--- src/rtl/lpc_pkg.sv ---
`timescale 1ns/1ps
package lpc_pkg;

  typedef enum logic [1:0] {
    PWR_SHUTDOWN = 2'd0,
    PWR_STANDBY  = 2'd1,
    PWR_ACTIVE   = 2'd2
  } pwr_e;

  // Minimum number of rising edges per window for a clock at thr_hz or above.
  function automatic int unsigned edge_threshold(longint unsigned ref_hz,
                                                 longint unsigned win_cyc,
                                                 longint unsigned thr_hz);
    longint unsigned t;
    t = (thr_hz * win_cyc + ref_hz - 64'd1) / ref_hz;
    if (t == 64'd0) t = 64'd1;
    return t[31:0];
  endfunction

  // True when the running count plus this cycle's edge meets the threshold.
  function automatic logic count_reached(logic [31:0] cnt, logic rise_now,
                                         int unsigned th);
    return (cnt + {31'd0, rise_now}) >= th;
  endfunction

  // Parked receiver word: colour, HS and VS high; DE (bit 0) low.
  function automatic logic [63:0] parked_word(int unsigned width);
    logic [63:0] w;
    w = '0;
    for (int i = 1; i < 64; i++) begin
      if (i < int'(width)) w[i] = 1'b1;
    end
    return w;
  endfunction

endpackage

--- src/rtl/lpc_sd_sync.sv ---
`timescale 1ns/1ps
module lpc_sd_sync (
  input  logic clk,
  input  logic sd_n,
  output logic rst_n
);
  logic [1:0] stage_q;

  // Assertion of sd_n clears immediately; release goes through two flops.
  always_ff @(posedge clk or negedge sd_n) begin
    if (!sd_n) stage_q <= 2'b00;
    else       stage_q <= {stage_q[0], 1'b1};
  end

  assign rst_n = stage_q[1];
endmodule

--- src/rtl/lpc_clk_det.sv ---
`timescale 1ns/1ps
module lpc_clk_det
  import lpc_pkg::*;
#(
  parameter int unsigned WIN_CYC = 4000,
  parameter int unsigned TH      = 8
) (
  input  logic clk,
  input  logic rst_n,
  input  logic pix_clk,
  output logic win_done,
  output logic win_above
);
  localparam int unsigned WW = (WIN_CYC > 1) ? $clog2(WIN_CYC) : 1;
  localparam int unsigned CW = $clog2(TH + 1);

  logic [2:0]    pix_s_q;
  logic [WW-1:0] win_cnt_q;
  logic [CW-1:0] rise_cnt_q;
  logic          done_q, above_q;

  logic rise_seen;
  logic win_end;
  logic hit;

  assign rise_seen = pix_s_q[1] & ~pix_s_q[2];
  assign win_end   = (win_cnt_q == WW'(WIN_CYC - 1));
  assign hit       = count_reached(32'(rise_cnt_q), rise_seen, TH);

  always_ff @(posedge clk or negedge rst_n) begin
    if (!rst_n) pix_s_q <= 3'b000;
    else        pix_s_q <= {pix_s_q[1:0], pix_clk};
  end

  always_ff @(posedge clk or negedge rst_n) begin
    if (!rst_n) begin
      win_cnt_q  <= '0;
      rise_cnt_q <= '0;
      done_q     <= 1'b0;
      above_q    <= 1'b0;
    end else begin
      done_q <= win_end;
      if (win_end) begin
        win_cnt_q  <= '0;
        rise_cnt_q <= '0;
        above_q    <= hit;
      end else begin
        win_cnt_q <= win_cnt_q + 1'b1;
        if (rise_seen && (rise_cnt_q != CW'(TH)))
          rise_cnt_q <= rise_cnt_q + 1'b1;
      end
    end
  end

  assign win_done  = done_q;
  assign win_above = above_q;


  above_only_at_end_chk: assert property (@(posedge clk) disable iff (!rst_n)
    !win_done |-> $stable(win_above));


  cnt_sat_chk: assert property (@(posedge clk) disable iff (!rst_n)
    32'(rise_cnt_q) <= TH);
endmodule

--- src/rtl/lpc_state.sv ---
`timescale 1ns/1ps
module lpc_state
  import lpc_pkg::*;
#(
  parameter int unsigned ENTER_WINS = 2
) (
  input  logic clk,
  input  logic rst_n,
  input  logic win_done,
  input  logic win_above,
  output pwr_e state
);
  localparam int unsigned SW = $clog2(ENTER_WINS + 1);

  pwr_e          state_q;
  logic [SW-1:0] streak_q;

  logic enter_ok;
  logic leave_now;
  logic is_active;

  assign enter_ok  = win_done && win_above && (32'(streak_q) + 32'd1 >= ENTER_WINS);
  assign leave_now = win_done && !win_above;
  assign is_active = (state_q == PWR_ACTIVE);

  always_ff @(posedge clk or negedge rst_n) begin
    if (!rst_n) begin
      state_q  <= PWR_SHUTDOWN;
      streak_q <= '0;
    end else begin
      unique case (state_q)
        PWR_SHUTDOWN: state_q <= PWR_STANDBY;
        PWR_STANDBY: begin
          if (enter_ok) begin
            state_q  <= PWR_ACTIVE;
            streak_q <= '0;
          end else if (win_done) begin
            streak_q <= win_above ? streak_q + 1'b1 : '0;
          end
        end
        PWR_ACTIVE: begin
          if (leave_now) state_q <= PWR_STANDBY;
        end
        default: state_q <= PWR_STANDBY;
      endcase
    end
  end

  assign state = state_q;


  no_shutdown_when_live_chk: assert property (@(posedge clk) disable iff (!rst_n)
    $past(rst_n) |-> state_q != PWR_SHUTDOWN);


  enter_on_window_chk: assert property (@(posedge clk) disable iff (!rst_n)
    $rose(is_active) |-> ($past(win_done) && $past(win_above)));


  leave_one_window_chk: assert property (@(posedge clk) disable iff (!rst_n)
    (is_active && win_done && !win_above) |=> state_q == PWR_STANDBY);
endmodule

--- src/rtl/lpc_out_force.sv ---
`timescale 1ns/1ps
module lpc_out_force
  import lpc_pkg::*;
#(
  parameter int unsigned LANES = 3,
  parameter int unsigned PIX_W = 27
) (
  input  logic             clk,
  input  logic             rst_n,
  input  pwr_e             state,
  input  logic             rx_mode,
  input  logic [LANES:0]   rx_ser_in,
  input  logic [PIX_W-1:0] rx_pix_in,
  input  logic             rx_pclk_in,
  output logic [LANES-1:0] tx_lane_oe,
  output logic             tx_clk_oe,
  output logic [LANES:0]   rx_ser_out,
  output logic [PIX_W-1:0] rx_pix_out,
  output logic             rx_pclk_out
);
  localparam logic [63:0]      PARK64 = parked_word(PIX_W);
  localparam logic [PIX_W-1:0] PARK   = PARK64[PIX_W-1:0];

  logic tx_live;
  logic rx_live;

  assign tx_live = (state == PWR_ACTIVE) && !rx_mode;
  assign rx_live = (state == PWR_ACTIVE) &&  rx_mode;

  for (genvar g = 0; g < int'(LANES); g++) begin : g_lane_oe
    assign tx_lane_oe[g] = tx_live;
  end
  assign tx_clk_oe = tx_live;

  for (genvar s = 0; s <= int'(LANES); s++) begin : g_ser_gate
    assign rx_ser_out[s] = rx_live & rx_ser_in[s];
  end

  assign rx_pix_out  = rx_live ? rx_pix_in : PARK;
  assign rx_pclk_out = rx_live & rx_pclk_in;


  tx_oe_mode_chk: assert property (@(posedge clk) disable iff (!rst_n)
    (tx_clk_oe || (|tx_lane_oe)) |-> (state == PWR_ACTIVE && !rx_mode));


  parked_de_chk: assert property (@(posedge clk) disable iff (!rst_n)
    (state != PWR_ACTIVE) |-> (!rx_pix_out[0] && !rx_pclk_out));


  parked_ser_chk: assert property (@(posedge clk) disable iff (!rst_n)
    (state != PWR_ACTIVE) |-> ($countones(rx_ser_out) == 0));
endmodule

--- src/rtl/link_pwr_ctrl.sv ---
`timescale 1ns/1ps
module link_pwr_ctrl
  import lpc_pkg::*;
#(
  parameter longint unsigned REF_HZ     = 250_000_000,
  parameter int unsigned     WIN_CYC    = 4000,
  parameter longint unsigned THRESH_HZ  = 500_000,
  parameter int unsigned     ENTER_WINS = 2,
  parameter int unsigned     LANES      = 3,
  parameter int unsigned     COLOR_W    = 8
) (
  input  logic                   ref_clk,
  input  logic                   sd_n,
  input  logic                   pix_clk,
  input  logic                   rx_mode,
  input  logic [LANES:0]         rx_ser_in,
  input  logic [3*COLOR_W+2:0]   rx_pix_in,
  input  logic                   rx_pclk_in,
  output logic [1:0]             pwr_state,
  output logic                   dp_rst_n,
  output logic [LANES-1:0]       tx_lane_oe,
  output logic                   tx_clk_oe,
  output logic [LANES:0]         rx_ser_out,
  output logic [3*COLOR_W+2:0]   rx_pix_out,
  output logic                   rx_pclk_out
);
  localparam int unsigned PIX_W = 3 * COLOR_W + 3;
  localparam int unsigned TH    = edge_threshold(REF_HZ, 64'(WIN_CYC), THRESH_HZ);

  logic rst_n;
  logic win_done;
  logic win_above;
  pwr_e state;

  lpc_sd_sync i_sd_sync (
    .clk   (ref_clk),
    .sd_n  (sd_n),
    .rst_n (rst_n)
  );

  lpc_clk_det #(.WIN_CYC(WIN_CYC), .TH(TH)) i_clk_det (
    .clk       (ref_clk),
    .rst_n     (rst_n),
    .pix_clk   (pix_clk),
    .win_done  (win_done),
    .win_above (win_above)
  );

  lpc_state #(.ENTER_WINS(ENTER_WINS)) i_state (
    .clk       (ref_clk),
    .rst_n     (rst_n),
    .win_done  (win_done),
    .win_above (win_above),
    .state     (state)
  );

  lpc_out_force #(.LANES(LANES), .PIX_W(PIX_W)) i_out_force (
    .clk         (ref_clk),
    .rst_n       (rst_n),
    .state       (state),
    .rx_mode     (rx_mode),
    .rx_ser_in   (rx_ser_in),
    .rx_pix_in   (rx_pix_in),
    .rx_pclk_in  (rx_pclk_in),
    .tx_lane_oe  (tx_lane_oe),
    .tx_clk_oe   (tx_clk_oe),
    .rx_ser_out  (rx_ser_out),
    .rx_pix_out  (rx_pix_out),
    .rx_pclk_out (rx_pclk_out)
  );

  assign pwr_state = state;
  assign dp_rst_n  = rst_n;


  shutdown_state_chk: assert property (@(posedge ref_clk) disable iff (!sd_n)
    !dp_rst_n |-> pwr_state == PWR_SHUTDOWN);
endmodule

--- config.mk ---
export PLATFORM = sky130hd
export DESIGN_NAME = link_pwr_ctrl
export DESIGN_NICKNAME = d
export VERILOG_FILES = /design/src/rtl/lpc_pkg.sv /design/src/rtl/lpc_sd_sync.sv /design/src/rtl/lpc_clk_det.sv /design/src/rtl/lpc_state.sv /design/src/rtl/lpc_out_force.sv /design/src/rtl/link_pwr_ctrl.sv
export SDC_FILE = /design/constraint.sdc
export NUM_CORES = 1
export LEC_CHECK = 0
export CAP_MARGIN = 0
export CORE_MARGIN = 5
export CORE_UTILIZATION = 42
export CTS_CLUSTER_SIZE = 25
export DETAILED_ROUTE_END_ITERATION = 7
export GPL_ROUTABILITY_DRIVEN = 0
export GPL_TIMING_DRIVEN = 0
export HOLD_SLACK_MARGIN = 0.06
export MAX_ROUTING_LAYER = met4
export PLACE_DENSITY_LB_ADDON = 0.1
export SLEW_MARGIN = 40
export SYNTH_ARGS = -nofsm -noshare
export SYNTH_HDL_FRONTEND = slang
export SYNTH_HIERARCHICAL = 1
export SYNTH_SLANG_ARGS = --single-unit
--- constraint.sdc ---
create_clock -name ref_clk -period 1.4 [get_ports ref_clk]
set_input_delay 0.21 -clock ref_clk [delete_from_list [all_inputs] [get_ports ref_clk]]
set_output_delay 0.21 -clock ref_clk [all_outputs]
set_load 0.02 [all_outputs]
==> run metrics, run 1 <==
Final Worst Setup Slack -0.176 ns; RSZ-0062 raised after global routing true; Routed WL between 5000 and 6000 um; clk slew on worst S/H paths roughly 0.09 ns; Leak Pwr about 0.0012 uW; Worst Setup SP i_state/state[0]; ratio of cells with drive above 1 in the final layout between 40% and 50%; syn_nets around 200; Max stage delay on crit path between 0.4 and 0.5 ns; Setup Viol. Count Final 46; hold_ws ~0.096 ns; Total Routing Usage GR 19.1%; number of flops mapped to enable cells by yosys 0; die footprint between 5000 and 6000 sq um; port bufs 74; crit path DAT 1.37 ns; diode count 0; FF-to-FF path depth 5; total of warnings raised by yosys 6; Fin. Hold Viols 0; largest net degree at the start of global routing 16; drt wl/cell 17.3 um; slowest CP cell dfrtp_2; Num CTS Buffers 3; Crit Path Max Fanout 5; ys async rst share 100%; Critical Path, Cell by Cell buf_6, nor3b_4, buf_4, buf_6; DP Area around 2500 sq um; DR pass1 iterations 4; post-synthesis register bit count 27; htree depth 1; failing checks negative setup slack; Root Driver clkbuf_8; # nets final 299; r2r endpoint i_clk_det/win_above; vias per cell roughly 5.2; core footprint 3940 sq um; pre-CTS setup slack -0.783 ns; r2r setup slk -0.12 ns; first-pass GRT wire length 7870 um; Die Y 73.1 um; top-area cell type share of the netlist area ~40%; grt ovf 0; kind of critical path reg -> out; minimum clock period around 1.6 ns; Top cell by count, worst path buf_6; Layout fillers roughly 300; Netlist cell types 33; Worst EP required approximately 1.2 ns; Final Max Slew Viols 0; Total Negative Setup Slacks -4.50 ns; CP startpoint kind register; synth top area cells dfrtp_1 40%, nand4bb_1 18%, ha_1 4.5%, and4b_1 3.6%, nor2_1 3.1%; Final Skew approximately 0.0028 ns; detailed-route DRC error count 0; Iteration-0 DRC Markers 52; Peak VDD IR roughly 0.00074 V; vias 1596; fin crit share 113%; Hold WC Path Type in -> async; DP HPWL roughly 3600 um; CTS max path bufs 2; Top FF cell, synth dfrtp_1; footprint of the multi-input gates between 1000 and 1500 sq um; Max Cap Viol 0; TritonCTS clock tree built; register area share after synthesis about two fifths; number of antenna violations at the first check in global routing 0; area leader, netlist dfrtp_1; chip width about 73 um; fmax about 0.63 GHz; Synth Cell Area 1670 sq um; fin area around 2900 sq um; most frequent cells after synthesis 27 x dfrtp_1, 27 x nand4bb_1, 14 x nor2_1; antenna viol nets, final 0; status complete, but fails checks; PwrDens approximately 670 nW/um^2; vias in the first global route between 1.5k and 2k; CP endpoint kind primary output; Rows 23; Worst-Skew Late Latency 0.26 ns; FF+latch area 683 sq um; worst reg2reg path startpoint i_clk_det/win_cnt_q[0]; syn_area_per_cell 10.9 sq um; CTS sink count 27; P&R area growth vs syn 71.9%; Boundary Pins 75; initial core utilization 42.4%; cts-stage hold buffer count 0; cell count after synthesis 153
==> registers in the layout (all words and copies together) (netlist names) <==
register,cells
i_state/streak_q,2
i_state/state,2
i_clk_det/win_done,1
i_sd_sync/stage_q,2
i_clk_det/rise_cnt_q,4
i_clk_det/pix_s_q,3
i_clk_det/win_cnt_q,12
i_clk_det/win_above,1
==> through the flow <==
stage                     cells  total power (uW)  utilization [%]
after detailed placement    277              1270             63.8
final                       306              1940             72.9
after CTS                   298              1700             67.0
after global placement      277              1230             63.7
after global routing        306              2050             72.9
after floorplan             153              1110                -
==> cells by family after synthesis <==
| group | after synthesis | share of synthesized area, % |
|---|---|---|
| AND/OR/NAND/NOR | 74 | 35.6 |
| buffers and inverters | 20 | 6.96 |
| other | 1 | 0.224 |
| multiplexers | 6 | 3.66 |
| flip-flops | 27 | 40.4 |
| adder cells (fa/ha/maj) | 6 | 4.49 |
| AO/OA/AOI/OAI | 10 | 3.96 |
| XOR/XNOR | 9 | 4.71 |
==> layout by cell type (no fill, tap or decap), drive strengths merged <==
cell and instances:
a21oi 4, and3 1, and3b 1, and4b 6
buf 73, clkbuf 5, clkdlybuf4s50 34, clkinv 1
conb 1, dfrtp 27, dlygate4sd2 3, ha 6
inv 7, mux2 1, mux2i 5, nand2 5
nand3 6, nand3b 2, nand4 3, nand4b 1
nand4bb 27, nor2 15, nor2b 3, nor3 2
nor3b 1, o211a 1, o211ai 2, o21ai 1
o31a 1, o31ai 1, or3b 1, xnor2 5
xor2 4
==> critical path, delay by kind of cell, from the launching register on <==
family                 cells  cell delay, ns
AND/OR/NAND/NOR            1            0.26
buffers and inverters      3            0.40
flip-flops                 1            0.45
==> power breakdown <==
group	internal (uW)	switching, uW	total, uW	leakage (uW)
sequential	848	89.6	937	0.000339
combinational	337	241	578	0.000856
clock	198	223	421	0.0000255
==> metal layers <==
metal,part of all wire [%],up-vias,global-route usage (%)
li1,-,761,-
met1,42,775,23.6
met2,50,56,32.8
met3,7.6,4,3.58
met4,0.74,0,3.07
met5,0,-,-
==> final cells by class <==
class,count,share of cell area (%)
multi-input cells,106,35.2
flip-flops and latches,27,23.8
inverters,7,0.914
plain buffers,13,4.57
repair buffers,99,31.8
clock buffers,3,1.44
clock inverters,1,0.174
well taps,50,2.18
==> worst max path at each step <==
stage | to | slack [ns]
6_report | tx_lane_oe[0] | -0.18
5_1_grt | tx_lane_oe[0] | -0.27
4_1_cts | rx_pclk_out | -0.19
3_5_place_dp | tx_lane_oe[2] | -0.78
3_3_place_gp | tx_lane_oe[0] | -0.76
2_1_floorplan | i_clk_det/win_above | -0.1
==> repair_timing <==
| item | 4_1_cts | 5_1_grt |
|---|---|---|
| setup endpoints to repair | 50 | 51 |
| setup buffers | 15 | 8 |
| pin swaps | 8 | 28 |
| gates cloned | 2 | 1 |
| endpoints found under the hold margin | 0 | 0 |
| resized for setup | 198 | 43 |
No activity file was read; power rests on OpenSTA's default activity.
==> run 2: changes to the inputs <==
--- a/config.mk
+++ b/config.mk
@@ -15,6 +15,7 @@
 export HOLD_SLACK_MARGIN = 0.06
 export MAX_ROUTING_LAYER = met4
 export PLACE_DENSITY_LB_ADDON = 0.1
+export SETUP_SLACK_MARGIN = 0.5
 export SLEW_MARGIN = 40
 export SYNTH_ARGS = -nofsm -noshare
 export SYNTH_HDL_FRONTEND = slang
==> run metrics, run 2 (synthesized netlist as in run 1, its figures left out) <==
WP depth 5; Internal Power roughly 1300 uW; slowest CP cell dfrtp_1; Seq pwr share around half; Max stage delay on crit path ~0.40 ns; PwrDens between 500 and 600 nW/um^2; # nets final between 300 and 400; status complete, but fails checks; vias in the first global route around 1.7k; htree depth 1; DR top layer met4; Fin. Hold Viols 0; Total Routing Usage GR 21.6%; clk slew on worst S/H paths about 0.090 ns; Detail Route met3 WL 411 um; FF-to-FF path depth 5; r2r endpoint i_clk_det/win_above; Leak Pwr ~0.0015 uW; largest net degree at the start of global routing 17; Max Cap Viol 0; core footprint 3940 sq um; worst reg2reg path startpoint i_clk_det/win_cnt_q[1]; Biggest register i_clk_det/win_cnt_q; grt ovf 0; CP bufs+invs 0; Root Driver clkbuf_8; ratio of cells with drive above 1 in the final layout between 50 and 60%; DP HPWL between 3000 and 4000 um; failing checks negative setup slack; Routed WL roughly 6000 um; Final Max Slew Viols 0; Final Worst Setup Slack -0.242 ns; chip width 73.1 um; Boundary Pins 75; first-pass GRT wire length slightly below 9000 um; die footprint roughly 5300 sq um; vias between 1.5k and 2k; P&R area growth vs syn 103%; CP startpoint kind register; r2r setup slk -0.24 ns; CTS max path bufs 2; Setup Viol. Count Final between 50 and 60; detailed-route DRC error count 0; vias per cell 5.44; initial core utilization between 40% and 50%; Clk pwr share around a quarter; routed wl met2 3140 um; Critical Path, Cell by Cell ha_4, nand4_1, nor3_2, and3_4, mux2_4; biggest regs i_clk_det/win_cnt_q (12), i_clk_det/rise_cnt_q (4), i_clk_det/pix_s_q (3); Total Negative Setup Slacks -8.35 ns; minimum clock period between 1.5 and 2 ns; kind of critical path reg -> reg; DR pass1 iterations 4; fin crit share 117%; cts-stage hold buffer count 0; Num CTS Buffers 3; most common cell after layout, fill and taps aside buf_6; max reg flops 12; Sw Share 27.8%; Worst-Skew Late Latency between 0.2 and 0.3 ns; met1 wire length around 2300 um; diode count 0; crit path DAT about 1.8 ns; combinational power share roughly 23%; Net Sw Power approximately 500 uW; number of antenna violations at the first check in global routing 0; Hold WC Path Type in -> async; antenna viol nets, final 0; fmax 0.609 GHz; Worst EP required around 1.6 ns; Crit Path Max Fanout 4; most frequent cells in the layout 54 x buf_6, 34 x clkdlybuf4s50_1, 23 x dfrtp_1, 22 x nand4bb_4, 19 x buf_4; drt wl/cell just under 20 um; RSZ-0062 raised after global routing true; Iteration-0 DRC Markers 52; hold_ws around 0.087 ns; Peak VDD IR 0.000877 V; Rows 23; Final Skew 0.00170 ns; port bufs between 70 and 80; CTS sink count 27; CP top delay family simple AND/OR/NAND/NOR gates; CP endpoint kind register; Die Y 73.1 um; TritonCTS clock tree built
==> run 2: cell count changes in the layout (fill, tap and decap cells not counted), sizes merged <==
cell,change
dlygate4sd2,-2
clkinv,-1
clkbuf,-2
clkinvlp,+1
buf,+8
==> run 2: cell type report <==
cell class | count | area (sq um)
inverters | 7 | 26.3
clock buffers | 3 | 41.3
repair buffers | 103 | 1070
fillers | 186 | 547
clock inverters | 1 | 7.51
well taps | 50 | 62.6
plain buffers | 13 | 156
multi-input cells | 106 | 1350
flip-flops and latches | 27 | 683
==> run 2: repair_timing <==
action / 4_1_cts / 5_1_grt
pin swaps: 10 / 8
setup buffers: 18 / 9
cloned: 2 / 0
endpoints found under the setup margin: 60 / 61
gates resized for setup: 250 / 19
==> run 2: per-stage QoR <==
| step | std cells | worst slack, ns | power [uW] | utilization (%) | cell area, sq um |
|---|---|---|---|---|---|
| 6_report | 310 | -0.242 | 1780 | 86.1 | 3400 |
| 5_1_grt | 310 | -0.294 | 1890 | 86.1 | 3400 |
| 4_1_cts | 301 | -0.205 | 1770 | 82.8 | 3270 |
| 3_5_place_dp | 277 | -0.854 | 1310 | 74.3 | 2930 |
| 3_3_place_gp | 277 | -0.798 | 1280 | 74.3 | 2930 |
| 2_1_floorplan | 153 | -0.0962 | 1150 | - | 2130 |
==> run 2: power by group through the flow <==
| stage | Combinational (uW) | Clock (uW) | Sequential (uW) |
|---|---|---|---|
| finish | 412 | 444 | 924 |
| global route | 453 | 495 | 937 |
| CTS | 396 | 457 | 921 |
| detailed placement | 364 | 0 | 947 |
| global placement | 339 | 0 | 938 |
| floorplan | 223 | 0 | 929 |
==> run 2: worst max-delay path by stage <==
stage,startpoint,to
after CTS,i_state/state[0],tx_lane_oe[0]
final,i_clk_det/win_cnt_q[1],i_clk_det/win_above
after global routing,i_clk_det/win_cnt_q[3],i_clk_det/win_above
after global placement,rx_mode,rx_pix_out[9]
after floorplan,i_clk_det/win_cnt_q[0],i_clk_det/win_above
after detailed placement,rx_mode,rx_pix_out[17]
==> run 2: layer usage <==
metal / global-route usage [%] / up-vias
li1: - / 771
met1: 24.5 / 835
met2: 40.1 / 70
met3: 2.89 / 11
met4: 4.30 / 0
met5: - / -
==> run 2: worst register-to-register path: stages, from the launching register on <==
cell and delay (ns):
dfrtp_1 0.40, ha_4 0.15, nand4_1 0.13, nor3_2 0.27
and3_4 0.28, mux2_4 0.30
==> run 3: changes to the inputs <==
--- a/config.mk
+++ b/config.mk
@@ -8,6 +8,7 @@
 export CAP_MARGIN = 0
 export CORE_MARGIN = 5
 export CORE_UTILIZATION = 42
+export CTS_CLUSTER_DIAMETER = 40
 export CTS_CLUSTER_SIZE = 25
 export DETAILED_ROUTE_END_ITERATION = 7
 export GPL_ROUTABILITY_DRIVEN = 0
==> results of run 3 <==
No change in the layout: final DEF, timing and power equal those of run 2.
